## config.mk

```make
export PLATFORM = sky130hd
export DESIGN_NAME = hk_cmd_seq
export DESIGN_NICKNAME = d
export VERILOG_FILES = /design/src/rtl/hk_cmd_seq_pkg.sv /design/src/rtl/hk_cmd_seq_ctrl.sv /design/src/rtl/hk_cmd_seq_dpath.sv /design/src/rtl/hk_cmd_seq.sv
export SDC_FILE = /design/constraint.sdc
export NUM_CORES = 1
export LEC_CHECK = 0
export BUFFER_PORTS_ARGS = -buffer_cell sky130_fd_sc_hd__buf_2
export CELL_PAD_IN_SITES_DETAIL_PLACEMENT = 1
export CELL_PAD_IN_SITES_GLOBAL_PLACEMENT = 1
export CORE_ASPECT_RATIO = 0.75
export CORE_MARGIN = 2
export CORE_UTILIZATION = 30
export CTS_CLUSTER_SIZE = 8
export DETAILED_ROUTE_END_ITERATION = 8
export PLACE_DENSITY_LB_ADDON = 0.15
export SLEW_MARGIN = 20
export SYNTH_ARGS = -nofsm -noshare
export SYNTH_HDL_FRONTEND = slang
export SYNTH_SLANG_ARGS = --single-unit
export TNS_END_PERCENT = 100
```

## constraint.sdc

```tcl
create_clock -name clk -period 1.5 [get_ports clk]
set_input_delay 0.225 -clock clk [delete_from_list [all_inputs] [get_ports clk]]
set_output_delay 0.225 -clock clk [all_outputs]
set_load 0.01 [all_outputs]
```

## src/rtl/hk_cmd_seq_pkg.sv

```systemverilog
package hk_cmd_seq_pkg;
  localparam logic [7:0] OP_RDSR = 8'h05;
  localparam logic [7:0] OP_WREN = 8'h06;

  localparam int TFF_BIT  = 8;
  localparam int WCF_BIT  = 9;
  localparam int FWR_BIT  = 10;
  localparam int FACC_BIT = 11;
  localparam int WM_BASE  = 12;

  typedef enum logic [1:0] {
    ST_IDLE,
    ST_RS_WAIT,
    ST_WE_WAIT,
    ST_WE_CHK
  } seqState_t;

  typedef struct packed {
    logic tffSet;
    logic loadLow;
    logic wmUpdate;
    logic fwrSet;
    logic faccSet;
  } seqStrobe_t;
endpackage

```

## src/rtl/hk_cmd_seq_ctrl.sv

```systemverilog
module hk_cmd_seq_ctrl
  import hk_cmd_seq_pkg::*;
#(
  parameter int NUM_BANKS = 4,
  localparam int BANK_W = (NUM_BANKS > 1) ? $clog2(NUM_BANKS) : 1
) (
  input  logic              clk,
  input  logic              rstN,
  input  logic              startRdSt,
  input  logic              startWrEn,
  input  logic [BANK_W-1:0] reqBank,
  input  logic              swMode,
  input  logic              wbMode,
  input  logic              shDone,
  output logic              shStart,
  output logic [7:0]        shOpcode,
  output logic              shRead,
  output logic [BANK_W-1:0] shBank,
  output seqStrobe_t        strb
);
  seqState_t state;
  logic rsBlocked;
  logic weBlocked;

  assign rsBlocked = swMode | wbMode;
  assign weBlocked = swMode;

  always_comb begin
    strb = '0;
    unique case (state)
      ST_IDLE: begin
        if (startRdSt) strb.faccSet = rsBlocked;
        else if (startWrEn) strb.fwrSet = weBlocked;
      end
      ST_RS_WAIT: begin
        strb.loadLow  = shDone;
        strb.wmUpdate = shDone;
        strb.tffSet   = shDone;
      end
      ST_WE_CHK: begin
        strb.wmUpdate = shDone;
        strb.tffSet   = shDone;
      end
      default: ;
    endcase
  end

  always_ff @(posedge clk or negedge rstN) begin
    if (!rstN) begin
      state    <= ST_IDLE;
      shStart  <= 1'b0;
      shOpcode <= '0;
      shRead   <= 1'b0;
      shBank   <= '0;
    end else begin
      shStart <= 1'b0;
      unique case (state)
        ST_IDLE: begin
          if (startRdSt) begin
            if (!rsBlocked) begin
              state    <= ST_RS_WAIT;
              shStart  <= 1'b1;
              shOpcode <= OP_RDSR;
              shRead   <= 1'b1;
              shBank   <= reqBank;
            end
          end else if (startWrEn && !weBlocked) begin
            state    <= ST_WE_WAIT;
            shStart  <= 1'b1;
            shOpcode <= OP_WREN;
            shRead   <= 1'b0;
            shBank   <= reqBank;
          end
        end
        ST_WE_WAIT: begin
          if (shDone) begin
            state    <= ST_WE_CHK;
            shStart  <= 1'b1;
            shOpcode <= OP_RDSR;
            shRead   <= 1'b1;
          end
        end
        ST_RS_WAIT, ST_WE_CHK: begin
          if (shDone) state <= ST_IDLE;
        end
        default: state <= ST_IDLE;
      endcase
    end
  end

  AST_START_PULSE: assert property (@(posedge clk) disable iff (!rstN)
    shStart |=> !shStart);
  AST_CMD_STABLE: assert property (@(posedge clk) disable iff (!rstN)
    (state != ST_IDLE && !shDone) |=> ($stable(shOpcode) && $stable(shBank)));
  AST_RS_BLOCKED: assert property (@(posedge clk) disable iff (!rstN)
    (state == ST_IDLE && startRdSt && rsBlocked) |=> !shStart);
  AST_BUSY_IGNORE: assert property (@(posedge clk) disable iff (!rstN)
    (state == ST_RS_WAIT || state == ST_WE_CHK) |=> !shStart);
endmodule

```

## src/rtl/hk_cmd_seq_dpath.sv

```systemverilog
module hk_cmd_seq_dpath
  import hk_cmd_seq_pkg::*;
#(
  parameter int NUM_BANKS = 4,
  localparam int BANK_W = (NUM_BANKS > 1) ? $clog2(NUM_BANKS) : 1,
  localparam int STATUS_W = WM_BASE + NUM_BANKS
) (
  input  logic                clk,
  input  logic                rstN,
  input  seqStrobe_t          strb,
  input  logic [BANK_W-1:0]   bank,
  input  logic [7:0]          rxData,
  input  logic                stClr,
  input  logic                ieTff,
  input  logic                ieWc,
  output logic [STATUS_W-1:0] status,
  output logic                irq
);
  logic [STATUS_W-1:0] statusNext;
  logic                wmOld;

  assign wmOld = status[WM_BASE + int'(bank)];

  always_comb begin
    statusNext = stClr ? '0 : status;
    if (strb.loadLow) statusNext[7:0] = rxData;
    if (strb.wmUpdate) begin
      statusNext[WM_BASE + int'(bank)] = rxData[1];
      if (wmOld && rxData[1:0] == 2'b00) statusNext[WCF_BIT] = 1'b1;
    end
    if (strb.tffSet)  statusNext[TFF_BIT]  = 1'b1;
    if (strb.fwrSet)  statusNext[FWR_BIT]  = 1'b1;
    if (strb.faccSet) statusNext[FACC_BIT] = 1'b1;
  end

  always_ff @(posedge clk or negedge rstN) begin
    if (!rstN) status <= '0;
    else       status <= statusNext;
  end

  assign irq = (status[TFF_BIT] & ieTff) | (status[WCF_BIT] & ieWc);

  AST_TFF_SET: assert property (@(posedge clk) disable iff (!rstN)
    strb.tffSet |=> status[TFF_BIT]);
  AST_LOW_LOAD: assert property (@(posedge clk) disable iff (!rstN)
    strb.loadLow |=> (status[7:0] == $past(rxData)));
  AST_CLEAR_ALL: assert property (@(posedge clk) disable iff (!rstN)
    (stClr && strb == '0) |=> (status == '0));
endmodule

```

## src/rtl/hk_cmd_seq.sv

```systemverilog
module hk_cmd_seq
  import hk_cmd_seq_pkg::*;
#(
  parameter int NUM_BANKS = 4,
  localparam int BANK_W = (NUM_BANKS > 1) ? $clog2(NUM_BANKS) : 1,
  localparam int STATUS_W = WM_BASE + NUM_BANKS
) (
  input  logic                clk,
  input  logic                rstN,
  input  logic                startRdSt,
  input  logic                startWrEn,
  input  logic [BANK_W-1:0]   reqBank,
  input  logic                swMode,
  input  logic                wbMode,
  input  logic                ieTff,
  input  logic                ieWc,
  input  logic                stClr,
  input  logic                shDone,
  input  logic [7:0]          shRxData,
  output logic                shStart,
  output logic [7:0]          shOpcode,
  output logic                shRead,
  output logic [BANK_W-1:0]   shBank,
  output logic [STATUS_W-1:0] status,
  output logic                irq
);
  seqStrobe_t strb;

  hk_cmd_seq_ctrl #(.NUM_BANKS(NUM_BANKS)) uCtrl (
    .clk(clk), .rstN(rstN), .startRdSt(startRdSt), .startWrEn(startWrEn),
    .reqBank(reqBank), .swMode(swMode), .wbMode(wbMode), .shDone(shDone),
    .shStart(shStart), .shOpcode(shOpcode), .shRead(shRead), .shBank(shBank),
    .strb(strb)
  );

  hk_cmd_seq_dpath #(.NUM_BANKS(NUM_BANKS)) uDpath (
    .clk(clk), .rstN(rstN), .strb(strb), .bank(shBank), .rxData(shRxData),
    .stClr(stClr), .ieTff(ieTff), .ieWc(ieWc), .status(status), .irq(irq)
  );

  AST_IRQ_QUIET: assert property (@(posedge clk) disable iff (!rstN)
    (!ieTff && !ieWc) |-> !irq);
endmodule

```

==> results of run 1 <==
## per-stage QoR
step / cells / hold WS (ps) / util (%) / total power, W / setup slack (ps)
3_5_place_dp: 185 / 261 / 39.5 / 0.00179 / 48.3
5_1_grt: 192 / 159 / 41.9 / 0.00238 / 7.55
2_1_floorplan: 109 / -70.6 / - / 0.00145 / 175
4_1_cts: 190 / 160 / 41.3 / 0.00221 / 65.4
3_3_place_gp: 185 / 256 / 39.5 / 0.00176 / 99.3
6_report: 192 / 165 / 41.9 / 0.00220 / 81.7
## synthesized netlist by cell type, types with 2 or more instances
cell	number	area share (%)
a21o_1	3	2.1
a22o_1	3	2.4
buf_2	2	0.91
buf_4	5	3.4
clkbuf_1	2	0.69
dfrtp_1	25	57
inv_1	8	2.7
mux2_2	2	2.1
nand2_1	19	6.5
nand3_1	2	0.91
nand4b_1	2	1.6
nor3_1	2	0.91
o211ai_1	2	1.4
o21ai_0	15	6.9
## state kept, by name, indices dropped and copies added (netlist names)
signal,count
uCtrl.state,2
uCtrl.shRead,1
uCtrl.shStart,1
uCtrl.shOpcode,3
uDpath.status,16
uCtrl.shBank,2
## kinds of logic after synthesis
logic type | share of synthesized area, %
compound gates | 17.1
buf+inv | 7.77
flops | 57.1
mux | 4.11
other cells | 0.343
simple gates | 13.5
## repair_timing
item | 4_1_cts | 5_1_grt
buffers inserted | 0 | 2
hold endpoints to repair | 25 | 0
endpoints found under the setup margin | 0 | 4
hold buffers | 1 | 0
gates resized for setup | 0 | 1
## worst max-delay path, cell delays in order, from the launching register on
cell and delay [ps]:
dfrtp_1 440, or4b_1 590, a21oi_4 220, a21oi_1 60
## layout make-up
type                    count  area, um^2
flip-flops and latches     25         626
multi-input cells          67         407
repair buffers             48         255
clock inverters             1        7.51
inverters                   8        30.0
well taps                  40        50.0
clock buffers               3        41.3
fillers                   405        1960
## path summary, 6_finish.rpt
kind                                     end         startpoint  slack [ps]  depth (start not counted)
setup / recovery           uCtrl.shOpcode[1]     uCtrl.state[1]          80                          3
max in group asynchronous  uCtrl.shOpcode[2]               rstN         640                          2
hold reg to reg            uCtrl.shOpcode[0]  uCtrl.shOpcode[0]         480                          1
min in group asynchronous  uCtrl.shOpcode[0]               rstN         470                          2
hold / removal              uDpath.status[4]        shRxData[4]         160                          3
setup reg to reg           uCtrl.shOpcode[1]     uCtrl.state[1]          80                          3
## layer usage
layer  vias up  track usage [%]
met3         2             5.03
met1       447             20.7
met4         0             3.12
li1        450                -
met5         -                0
met2        30             20.2
## power by group through the flow
stage / Sequential (W) / Clock [W] / Combinational [W]
finish: 0.00101 / 0.000404 / 0.000782
global route: 0.00105 / 0.000460 / 0.000874
CTS: 0.00102 / 0.000428 / 0.000766
detailed placement: 0.00103 / 0 / 0.000762
global placement: 0.00101 / 0 / 0.000749
floorplan: 0.00111 / 0 / 0.000340
==> results.md, run 1 <==
* Iter 0 DRT Violations at 30
* Max-slew headroom at 60.0%
* Die Span Y at 56.3 um
* Initial core utilization at 32.4%
* Period minus WS final at 1420 ps
* Drt pass-1 iters at 4
* Clock tree buffer depth at 2
* Num CTS Buffers at 3
* Wire length on met1 at 1.40 mm
* Register area share after synthesis at 57.1%
* Clk sinks at 25
* EDFF count, synth at 0
* Drt total wl at 2.79 mm
* Fin. Hold Viols at 0
* Crit path arrival time at about 1600 ps
* Met2 wire length at 1.19 mm
* RSZ-0062 raised after global routing: no
* Drt wl/cell at roughly 15 um
* Area of the mapped netlist at 1090 um^2
* DRC at 0
* Run status: completed
* Gate Count Post-Synth at 105
* MaxCap Viol Count at 0
* Final Setup Violations at 0
* Ys async rst share at 100%
* Fraction of layout cells with a size suffix above 1 at 37.5%
* Routed Antenna Nets at 0
* Via count at about 930
* Clk Latency, worst-skew pair at 270 ps
* VDD IR max at 0.000659 V
* Combinational power share at 35.5%
* Sequential share of power at 46.1%
* Site row count at 18
* Setup tns final at 0 ps
* Number of global-route vias before repair at roughly 910
* Initial antenna violation count at 0
* First-pass GRT wire length at 4.53 mm
* Final instance area at ~1400 um^2
* Worst Skew at 3.94 ps
* PortBufs at 43
* Internal power at 0.00141 W
* Most common cell after layout, fill and taps aside: buf_2
* Met3 wire length at 186 um
* Final nets at 173
* CTS root buffer: clkbuf_8
* Worst hold path class: primary input to flop
* Sw Ratio at 35.7%
* Power density over the cells at 1550 nW/um^2
* Largest net degree at the start of global routing at 26
* Die Width at 73.8 um
* Worst setup EP type: flop
* Most frequent cells in the layout: 43 x buf_2, 25 x dfrtp_1, 19 x nand2_1
* Clock power share at a little under a fifth
* Worst-path clk slew at 90 ps
* Max layer used: met4
* Die Area at 4150 um^2
* Psw at 0.000785 W
* Placed Area at 1340 um^2
* Leakage at 0.731 nW
* GPL Wtd Cong at between 0.8 and 0.9
* Worst setup path class: flop to flop
* Core Footprint at 3380 um^2
* Post-synth cell types at 27
* Yosys reg bits at 25
* Slew @ Worst Pin at 597 ps
* Crit path launch type: flop
* # IOs at 49
* Most common flop cell mapped by yosys: dfrtp_1
* Fmax at 0.705 GHz
* Hpwl dp at 2.09 mm
* Htree depth at 1
* Crit path max fanout at 7
* Fin crit share at between 90 and 100%
* YS warnings at 0
* Worst EP required at 1660 ps
* Fin. max-slew vios at 0
* Area growth syn-to-layout at 29.4%
* GRT Overall Usage at roughly 14%
* Final global-route overflow total at 0
* Vias per cell at 4.84
* Syn Area/Cell at about 10 um^2
* CTS tree: done
* Diode count at 0
No activity file was read; power rests on OpenSTA's default activity.
==> run 2, diff against run 1 <==
--- a/config.mk
+++ b/config.mk
@@ -10,7 +10,7 @@
 export CELL_PAD_IN_SITES_GLOBAL_PLACEMENT = 1
 export CORE_ASPECT_RATIO = 0.75
 export CORE_MARGIN = 2
-export CORE_UTILIZATION = 30
+export CORE_UTILIZATION = 24
 export CTS_CLUSTER_SIZE = 8
 export DETAILED_ROUTE_END_ITERATION = 8
 export PLACE_DENSITY_LB_ADDON = 0.15
==> run 2 against run 1 <==
  * Highest routed layer unchanged
  * Die area rose by 23%
  * Critical path depth is the same
  * Non-clock buffer count unchanged
==> results.md, run 2 (synthesis gave the netlist of run 1 again) <==
* Run status: completed
* Leakage at 0.732 nW
* Period minus WS final at between 1000 and 1500 ps
* RSZ-0062 raised after global routing: no
* Clk sinks at 25
* Max reg flops at 16
* GRT Overall Usage at 11.7%
* Fin crit share at between 90% and 100%
* Die Area at 5120 um^2
* Number of global-route vias before repair at around 960
* Worst setup EP type: flop
* Fmax at 0.712 GHz
* Vias per cell at 4.39
* CTS root buffer: clkbuf_8
* Crit path max fanout at 7
* Crit path launch type: flop
* Worst-path clk slew at 80 ps
* Final Setup Violations at 0
* PortBufs at 43
* Worst Skew at ~4.3 ps
* DRC at 0
* VDD IR max at 0.000352 V
* Initial core utilization at 24.8%
* Drt pass-1 iters at 4
* Crit-path cells: or4b_1 > a21oi_4 > a21oi_1
* Drt total wl at 2.73 mm
* Num CTS Buffers at 3
* Site row count at 21
* Most common cell after layout, fill and taps aside: buf_2
* Post CTS Setup Buffer Count at 0
* Final global-route overflow total at 0
* GPL Wtd Cong at roughly 0.75
* Worst setup path class: flop to flop
* Via count at 918
* Slowest CP cell: or4b_1
* Diode count at 0
* Largest net degree at the start of global routing at 26
* Die Width at just over 80 um
* Core Footprint at 4410 um^2
* Crit path arrival time at 1540 ps
* Core Util, Final at 32.5%
* Largest Register: uDpath.status
* Fraction of layout cells with a size suffix above 1 at 37.5%
* Area growth syn-to-layout at 31.1%
* Final nets at between 150 and 200
* Clk Latency, worst-skew pair at 270 ps
* Iter 0 DRT Violations at 36
* Htree depth at 1
* Die Span Y at between 60 and 70 um
* Worst EP required at 1640 ps
* Setup tns final at 0 ps
* CTS tree: done
* Routed Antenna Nets at 0
* Clock tree buffer depth at 2
* Most frequent cells in the layout: 43 x buf_2, 24 x dfrtp_1, 19 x nand2_1
* Max stage delay on crit path at 580 ps
* Drt wl/cell at 13.1 um
* # IOs at just under 50
* Top flop regs: uDpath.status: 16 flops, uCtrl.shOpcode: 3 flops
* Slew @ Worst Pin at 604 ps
* MaxCap Viol Count at 0
* Worst hold path class: primary input to flop
* Initial antenna violation count at 0
* Hpwl dp at 2.11 mm
* Fin. Hold Viols at 0
* First-pass GRT wire length at approximately 4.7 mm
* Fin. max-slew vios at 0
* Pwr Total at about 0.0022 W
* Power density over the cells at between 1500 and 2000 nW/um^2
* Max-slew headroom at 59.5%
## run 2: cell count changes in the layout (fill, tap and decap cells not counted), sizes merged
cell      change
clkbuf        +1
clkinvlp      -1
## run 2: per-stage QoR
step / instance area (um^2) / hold slack (ps) / cells / setup WS, ps
3_5_place_dp: 1370 / 258 / 204 / 66.7
2_1_floorplan: 1110 / -70.6 / 109 / 175
4_1_cts: 1430 / 144 / 209 / 57.9
6_report: 1440 / 147 / 209 / 96.4
3_3_place_gp: 1370 / 253 / 204 / 106
5_1_grt: 1440 / 154 / 209 / 14.8
## run 2: layout make-up
cell class	count	area [um^2]
tap	57	71.3
clock buffer	4	45.0
sequential	25	627
timing repair buffer	48	255
inverter	8	30.0
fill	524	2980
multi-input combinational	67	407
## run 2: path summary, 6_finish.rpt
path                       slack [ps]           endpoint         startpoint  depth (start not counted)
setup / recovery                  100  uCtrl.shOpcode[1]     uCtrl.state[1]                          3
hold / removal                    150   uDpath.status[7]        shRxData[7]                          3
setup reg to reg                  100  uCtrl.shOpcode[1]     uCtrl.state[1]                          3
hold reg to reg                   490  uCtrl.shOpcode[0]  uCtrl.shOpcode[0]                          1
max in group asynchronous         610     uCtrl.state[1]               rstN                          2
min in group asynchronous         470   uDpath.status[0]               rstN                          2
## run 2: critical path: cells and delay by family, from the launching register on
kind	cells	cell delay [ps]
AO/OA/AOI/OAI	2	250
flip-flops	1	450
AND/OR/NAND/NOR	1	580
## run 2: power breakdown
group	internal (W)	switching, W
clock network	0.000191	0.000213
logic	0.000347	0.000424
registers	0.000872	0.000142
## run 2: what timing repair did
item	in CTS	in global routing
hold buffers	1	0
resized for setup	0	2
hold endpoints to repair	25	0
setup endpoints to repair	0	1
## run 2: metal layers
layer,track usage (%),vias to the layer above,part of all wire [%]
met5,0,-,0
met4,3.75,0,1.5
met3,3.47,5,5.7
met2,17.7,26,45
met1,16.1,440,48
li1,-,447,-
==> run 3, diff against run 2 <==
--- a/config.mk
+++ b/config.mk
@@ -8,7 +8,7 @@
 export BUFFER_PORTS_ARGS = -buffer_cell sky130_fd_sc_hd__buf_2
 export CELL_PAD_IN_SITES_DETAIL_PLACEMENT = 1
 export CELL_PAD_IN_SITES_GLOBAL_PLACEMENT = 1
-export CORE_ASPECT_RATIO = 0.75
+export CORE_ASPECT_RATIO = 1.5
 export CORE_MARGIN = 2
 export CORE_UTILIZATION = 24
 export CTS_CLUSTER_SIZE = 8
==> run 3 against run 2 <==
  * Register-to-register slack worse by 20 ps
  * Die area up 0.11%
  * Hold slack better by 18 ps
==> results.md, run 3 (synthesis gave the netlist of run 1 again) <==
* Run status: completed
* Die Span Y at 86.7 um
* Worst path top cell family by delay: simple AND/OR/NAND/NOR gates
* PortBufs at 43
* Cell count of the worst hold path at 3
* Setup tns final at 0 ps
* FF-to-FF setup slack at 70 ps
* Max-slew headroom at 61.6%
* Period minus WS final at around 1400 ps
* Leakage at 0.727 nW
* Iter 0 DRT Violations at 41
* Routed Antenna Nets at 0
* GRT Overall Usage at between 10 and 15%
* CTS root buffer: clkbuf_8
* Num CTS Buffers at 3
* CP bufs+invs at 0
* Fin. max-slew vios at 0
* Worst hold path class: primary input to flop
* Htree depth at 1
* Top flop regs: uDpath.status: 16 flops, uCtrl.shOpcode: 3 flops
* VDD IR max at 0.000745 V
* Final Setup Violations at 0
* Largest net degree at the start of global routing at 26
* CTS resizes at 0
* Crit path launch type: flop
* Worst setup EP type: flop
* Worst-path clk slew at about 80 ps
* Power density over the cells at 1540 nW/um^2
* Site row count at 30
* Vias per cell at 4.82
* CTS tree: done
* Fin crit share at 95.2%
* MaxCap Viol Count at 0
* Crit-path cells: or4b_1 > a21oi_2 > a21oi_1
* Fin. Hold Viols at 0
* Core Footprint at 4470 um^2
* Reg2Reg Capture Point: uCtrl.shOpcode[1]
* Drt total wl at 2.80 mm
* # IOs at 49
* Fraction of layout cells with a size suffix above 1 at between 30 and 40%
* Via count at 960
* Clk sinks at 25
* Clock tree buffer depth at 2
* Slew @ Worst Pin at 575 ps
* Hpwl dp at roughly 2.1 mm
* Crit path arrival time at 1580 ps
* Max stage delay on crit path at 570 ps
* Final global-route overflow total at 0
* First-pass GRT wire length at 4.81 mm
* Most common cell after layout, fill and taps aside: buf_2
* Initial antenna violation count at 0
* Fmax at 0.700 GHz
* Drt pass-1 iters at 4
* Initial core utilization at 24.5%
* Number of global-route vias before repair at 1021
* Pwr Total at 0.00217 W
* Largest Register: uDpath.status
* Slowest CP cell: or4b_1
* Most frequent cells in the layout: 43 x buf_2, 25 x dfrtp_1, 19 x nand2_1
* Clk Latency, worst-skew pair at ~260 ps
* Worst setup path class: flop to flop
* RSZ-0062 raised after global routing: no
* Hold_sp: shRxData[7]
* Crit path max fanout at 7
* GPL Wtd Cong at 0.694
* Worst r2r path cells at 3
* Final nets at 172
* Die Area at 5130 um^2
* Hold EP: uDpath.status[7]
* Diode count at 0
* Drt wl/cell at 14.1 um
* Max reg flops at 16
* Worst EP required at 1650 ps
* Area growth syn-to-layout at 28.6%
* Worst Skew at 0.750 ps
* RR Startpoint: uCtrl.state[1]
* DRC at 0
* Die Width at 59.1 um
* Post CTS Setup Buffer Count at 0
-- run 3: cell count changes in the layout (fill, tap and decap cells not counted) --
cell / before / now
dfrtp_1: 24 / 25
buf_4: 4 / 3
a21oi_2: 0 / 1
a21oi_4: 1 / 0
dfrtp_2: 1 / 0
-- run 3: worst max path at each step --
stage,from,endpoint,slack [ps],cells past startpoint
6_report,uCtrl.state[1],uCtrl.shOpcode[1],70,3
5_1_grt,uCtrl.state[1],uCtrl.state[0],6,3
4_1_cts,uCtrl.state[1],uCtrl.shOpcode[1],70,3
3_5_place_dp,uCtrl.state[1],uCtrl.shOpcode[1],90,3
3_3_place_gp,uCtrl.state[1],uCtrl.shOpcode[1],130,3
2_1_floorplan,uCtrl.state[1],uCtrl.shOpcode[1],180,3
-- run 3: final cells by class --
type                            count  area (um^2)
Clock buffer                        4         45.0
Fill cell                         544         3060
Inverter                            8         30.0
Multi-Input combinational cell     67          399
Sequential cell                    25          626
Tap cell                           48         60.1
Timing Repair Buffer               47          248
-- run 3: metal layers --
| metal | GRT usage (%) | part of all wire (%) | vias to the layer above |
|---|---|---|---|
| li1 | - | - | 446 |
| met3 | 1.79 | 4.4 | 4 |
| met2 | 21.9 | 54 | 30 |
| met1 | 14.1 | 40 | 480 |
| met4 | 4.96 | 1.4 | 0 |
| met5 | 0 | 0 | - |
-- run 3: where the power goes --
group | internal (W) | leakage [nW] | total [W] | switching, W
sequential | 0.000869 | 0.322 | 0.00102 | 0.000152
clock | 0.000190 | 0.0228 | 0.000389 | 0.000199
combinational | 0.000345 | 0.382 | 0.000764 | 0.000419
total | 0.00140 | 0.727 | 0.00217 | 0.000770
-- run 3: through the flow --
step | setup slack [ps] | area [um^2] | instances | util (%) | hold slack, ps
floorplan | 175 | 1110 | 109 | - | -70.6
global placement | 132 | 1350 | 194 | 30.3 | 253
detailed placement | 93.1 | 1350 | 194 | 30.3 | 261
CTS | 72.1 | 1410 | 199 | 31.5 | 161
global route | 5.99 | 1410 | 199 | 31.5 | 169
finish | 71.8 | 1410 | 199 | 31.5 | 165
-- run 3: repair_timing --
action,CTS,global route
hold buffers,1,0
hold endpoints to repair,25,0
setup endpoints to repair,0,0
-- run 3: worst register-to-register path, cell delays in order (launching register included) --
cell     delay [ps]
dfrtp_1         450
or4b_1          570
a21oi_2         240
a21oi_1          60
